## config.mk

```make
export PLATFORM = sky130hd
export DESIGN_NAME = mag_cmp_csel
export DESIGN_NICKNAME = d
export VERILOG_FILES = /design/src/rtl/csc_pkg.sv /design/src/rtl/csc_bitgen.sv /design/src/rtl/csc_tree.sv /design/src/rtl/csc_steer.sv /design/src/rtl/mag_cmp_csel.sv
export SDC_FILE = /design/constraint.sdc
export NUM_CORES = 1
export LEC_CHECK = 0
export BUFFER_PORTS_ARGS = -buffer_cell sky130_fd_sc_hd__buf_2
export CORE_AREA = 2 2 39 41
export DETAILED_ROUTE_END_ITERATION = 7
export DIE_AREA = 0 0 41 43
export PLACE_DENSITY = 0.81
export SLEW_MARGIN = 10
export SYNTH_ARGS = -nofsm -noshare
export SYNTH_HDL_FRONTEND = slang
export SYNTH_HIERARCHICAL = 1
export SYNTH_SLANG_ARGS = --single-unit
```

## constraint.sdc

```tcl
create_clock -name vclk -period 3.7
set_input_delay 0.555 -clock vclk [all_inputs]
set_output_delay 0.555 -clock vclk [all_outputs]
set_load 0.005 [all_outputs]
```

## src/rtl/csc_pkg.sv

```systemverilog
package csc_pkg;

    // Carry-in applied to the lowest group: turns "a > b" into "a >= b".
    localparam logic CMP_CIN = 1'b1;

    // Candidate carries of a group: c0 for carry-in 0, c1 for carry-in 1.
    typedef struct packed {
        logic c0;
        logic c1;
    } cpair_t;

    // Merge a higher group over a lower one: the lower group's carry for
    // each assumption selects the higher group's matching outcome.
    function automatic cpair_t merge(input cpair_t hi, input cpair_t lo);
        cpair_t r;
        r.c0 = lo.c0 ? hi.c1 : hi.c0;
        r.c1 = lo.c1 ? hi.c1 : hi.c0;
        return r;
    endfunction

    // Resolve a group's carry once its true incoming carry is known.
    function automatic logic pick(input cpair_t p, input logic cin);
        return cin ? p.c1 : p.c0;
    endfunction

    // Offset of the unresolved groups of tree level k in the flat pair store.
    function automatic int pofs(input int k, input int w);
        int s;
        s = 0;
        for (int i = 0; i < k; i++) begin
            s += (w >> i) - 1;
        end
        return s;
    endfunction

endpackage

```

## src/rtl/csc_bitgen.sv

```systemverilog
module csc_bitgen #(
    parameter int WIDTH = 8
) (
    input  logic [WIDTH-1:0] a,
    input  logic [WIDTH-1:0] b,
    output logic [WIDTH-1:0] nb,
    output logic [WIDTH-1:0] gen,
    output logic [WIDTH-1:0] prop
);
    // Stage 0: one inverter and the two candidate carries per bit.
    for (genvar i = 0; i < WIDTH; i++) begin : g_bit
        assign nb[i]   = ~b[i];
        assign gen[i]  = a[i] & nb[i];
        assign prop[i] = a[i] | nb[i];
    end
endmodule

```

## src/rtl/csc_tree.sv

```systemverilog
module csc_tree
    import csc_pkg::*;
#(
    parameter int WIDTH = 8
) (
    input  logic [WIDTH-1:0] gen,
    input  logic [WIDTH-1:0] prop,
    output logic             carry
);
    localparam int LVLS = $clog2(WIDTH);
    localparam int NP   = pofs(LVLS, WIDTH);

    if ((1 << LVLS) != WIDTH || WIDTH < 2) begin : g_bad_width
        $error("csc_tree: WIDTH must be a power of two, at least 2");
    end

    // Unresolved groups (index 1 and up) of levels 0..LVLS-1.
    cpair_t          pr  [NP];
    // Resolved carry of group 0 at each level.
    logic [LVLS:0]   res;

    // Level 0: bit 0 resolved straight from the fixed carry-in.
    assign res[0] = CMP_CIN ? prop[0] : gen[0];
    for (genvar j = 1; j < WIDTH; j++) begin : g_l0
        assign pr[j-1] = '{c0: gen[j], c1: prop[j]};
    end

    for (genvar k = 1; k <= LVLS; k++) begin : g_lvl
        localparam int PREV = pofs(k - 1, WIDTH);
        localparam int CUR  = pofs(k, WIDTH);
        localparam int NG   = WIDTH >> k;

        // Group 0: one mux, picks from previous group 1.
        assign res[k] = pick(pr[PREV], res[k-1]);

        // Other groups: two muxes each, both assumptions kept.
        for (genvar j = 1; j < NG; j++) begin : g_grp
            assign pr[CUR + j - 1] = merge(pr[PREV + 2*j], pr[PREV + 2*j - 1]);
        end
    end

    assign carry = res[LVLS];
endmodule

```

## src/rtl/csc_steer.sv

```systemverilog
module csc_steer #(
    parameter int WIDTH = 8
) (
    input  logic [WIDTH-1:0] a,
    input  logic [WIDTH-1:0] b,
    input  logic [WIDTH-1:0] nb,
    input  logic             sel_a,
    output logic [WIDTH-1:0] big,
    output logic [WIDTH-1:0] small_inv
);
    always_comb begin
        if (sel_a) begin
            big       = a;
            small_inv = nb;
        end else begin
            big       = b;
            small_inv = ~a;
        end
    end
endmodule

```

## src/rtl/mag_cmp_csel.sv

```systemverilog
module mag_cmp_csel #(
    parameter int WIDTH = 8
) (
    input  logic [WIDTH-1:0] a,
    input  logic [WIDTH-1:0] b,
    output logic             ge,
    output logic [WIDTH-1:0] big,
    output logic [WIDTH-1:0] small_inv
);
    logic [WIDTH-1:0] nb;
    logic [WIDTH-1:0] gen;
    logic [WIDTH-1:0] prop;

    csc_bitgen #(.WIDTH(WIDTH)) u_bitgen (
        .a    (a),
        .b    (b),
        .nb   (nb),
        .gen  (gen),
        .prop (prop)
    );

    csc_tree #(.WIDTH(WIDTH)) u_tree (
        .gen   (gen),
        .prop  (prop),
        .carry (ge)
    );

    csc_steer #(.WIDTH(WIDTH)) u_steer (
        .a         (a),
        .b         (b),
        .nb        (nb),
        .sel_a     (ge),
        .big       (big),
        .small_inv (small_inv)
    );
endmodule

```

==> impl_summary.txt <==
----------------------------------------------------
[Floorplan]
  Height of the die ... ~43 um
  Die area ... 1760 sq um
  Core outline area ... approximately 1400 sq um
  Standard-cell rows ... 14
  Overall die width ... ~41 um
  I/O pin count ... 33
  Initial Utilization ... approximately a third

[Logic synthesis]
  Synth Instances ... just over 60
  Yosys Warn Count ... 6
  Net Count, Synth ... just under 80
  Mapped Avg Cell Area ... between 7 and 8 sq um
  Post-synthesis cell area ... 442 sq um

[Pwr]
  Power per cell area ... about 190 nW/um^2
  Worst IR drop on VDD ... 0.0839 mV
  Leak ... between 0.3 and 0.4 nW
  Overall Power ... about 0.11 mW

[Global routing]
  Antenna violations before repair ... 0
  Global-route wire length before repair ... ~1400 um
  Maximum number of pins on one net before global-route repair ... 26
  Sum of overflow across all layers after global routing ... 0
  Number of global-route vias before repair ... slightly below 400
  Total GRT Usage ... between 10% and 20%

[Worst hold path]
  Hold Path Depth ... 3
  Beginning of the worst hold path ... a[0]
  Worst min-delay path endpoint ... small_inv[0]
  HP Class ... primary input to primary output

[Route]
  Wire length per cell after detailed routing ... 8.16 um
  DR DRC count ... 0
  Ratio of routed vias to standard cells ... 4.50
  Routed Antenna Nets ... 0
  Total Routed Length ... 873 um
  Vias post-DR ... roughly 480
  First-iteration detailed-routing DRC count ... 1
  Number of iterations in the first detailed-routing pass ... 3

[Placed design]
  Port buffer count ... 33
  Worst slack after detailed placement ... ~0.69 ns
  Gpl congestion ... between 0.5 and 0.6
  HPWL after DPL ... roughly 740 um

[Clock tree]
  # hold bufs at CTS ... 0
  Number of instances resized during post-cts repair ... 0
  Post-CTS setup-driven buffer insertion count ... 0

[Cells and area]
  Count of sequential standard cells ... 0
  Net count reported at finish ... 109
  Antenna diode count ... 0
  Area growth from synthesis to layout ... 34.8%
  Layout cells sized above 1 ... about 45%
  Storage element area ... 0 sq um
  Count of clock-net buffers in the final layout ... 0
  Filler cells ... ~150

[Timing]
  Unrepaired setup endpoints after global routing ... false
  Normalized max-slew margin ... approximately 47%
  Fmax ... about 0.34 GHz
  Number of max-slew violations in the final report ... 0
  Hold violation total from the final report ... 0
  Period utilisation layout ... between 80% and 90%
  Fin Setup TNS ... 0 ns
  Measured slew at the worst slew-check pin ... approximately 0.8 ns
  Final setup violation count ... 0
  Setup ws final ... 0.721 ns
  Final worst path period need ... between 2 and 3 ns

[Worst setup path]
  CP Data Required Time ... 3.14 ns
  Sort of element at the start of the critical path ... primary input
  Critical Setup Path Class ... primary input to primary output
  Critical Path AT ... ~2.4 ns
  Highest net fanout along the worst path ... 25
  Kind of end point of the critical path ... primary output

[Status]
  Result of the run ... finished clean

[Run]
  Number of maximum-capacitance violations ... 0

----------------------------------------------------
[through the flow]
| stage | utilization, % | instance area (sq um) | cells | hold WS [ns] |
|---|---|---|---|---|
| global route | 43.0 | 596 | 107 | 1.41 |
| global placement | 43.0 | 596 | 107 | 1.38 |
| CTS | 43.0 | 596 | 107 | 1.38 |
| detailed placement | 43.0 | 596 | 107 | 1.38 |
| finish | 43.0 | 596 | 107 | 1.38 |
| floorplan | - | 442 | 61 | 1.18 |
[worst max path at each step]
| stage | from | end | slack [ns] | depth (start not counted) |
|---|---|---|---|---|
| floorplan | a[0] | big[1] | 1.14 | 7 |
| global placement | a[4] | big[0] | 0.71 | 7 |
| finish | a[0] | big[7] | 0.72 | 7 |
| detailed placement | a[0] | big[7] | 0.69 | 7 |
| global route | a[0] | big[0] | 0.50 | 7 |
| CTS | a[0] | big[7] | 0.68 | 7 |
[cell type report]
cell class	instances	area [sq um]	share of cell area, %
Tap cell	16	20.0	3.36
Inverter	8	30.0	5.04
Timing Repair Buffer	33	165	27.7
Multi-Input combinational cell	50	380	63.9
[per-layer routing]
metal,vias up,part of all wire (%),global-route usage (%)
li1,259,-,-
met2,17,52,20.3
met4,0,0,0
met3,0,7.2,0
met5,-,0,0
met1,206,41,12.3
[placed cells by master (no fill, tap or decap)]
cell type and count:
mux2_1 1, mux2_4 4, nor2b_1 7, mux2_2 4, inv_1 8, buf_2 33, o21ai_0 8, nand2_1 8
nand2b_1 8, mux2i_1 10
[worst max-delay path, cell delays in order]
cell	delay, ns
buf_2	0.11
nand2b_1	0.14
mux2i_1	0.19
mux2i_1	0.22
mux2_1	0.68
mux2_2	0.40
buf_2	0.13
[power breakdown]
part / internal, mW / switching [mW] / total (mW)
combinational: 0.0620 / 0.0516 / 0.114
sequential: 0 / 0 / 0
clock: 0 / 0 / 0
total: 0.0620 / 0.0516 / 0.114
No activity file was read; power rests on OpenSTA's default activity.
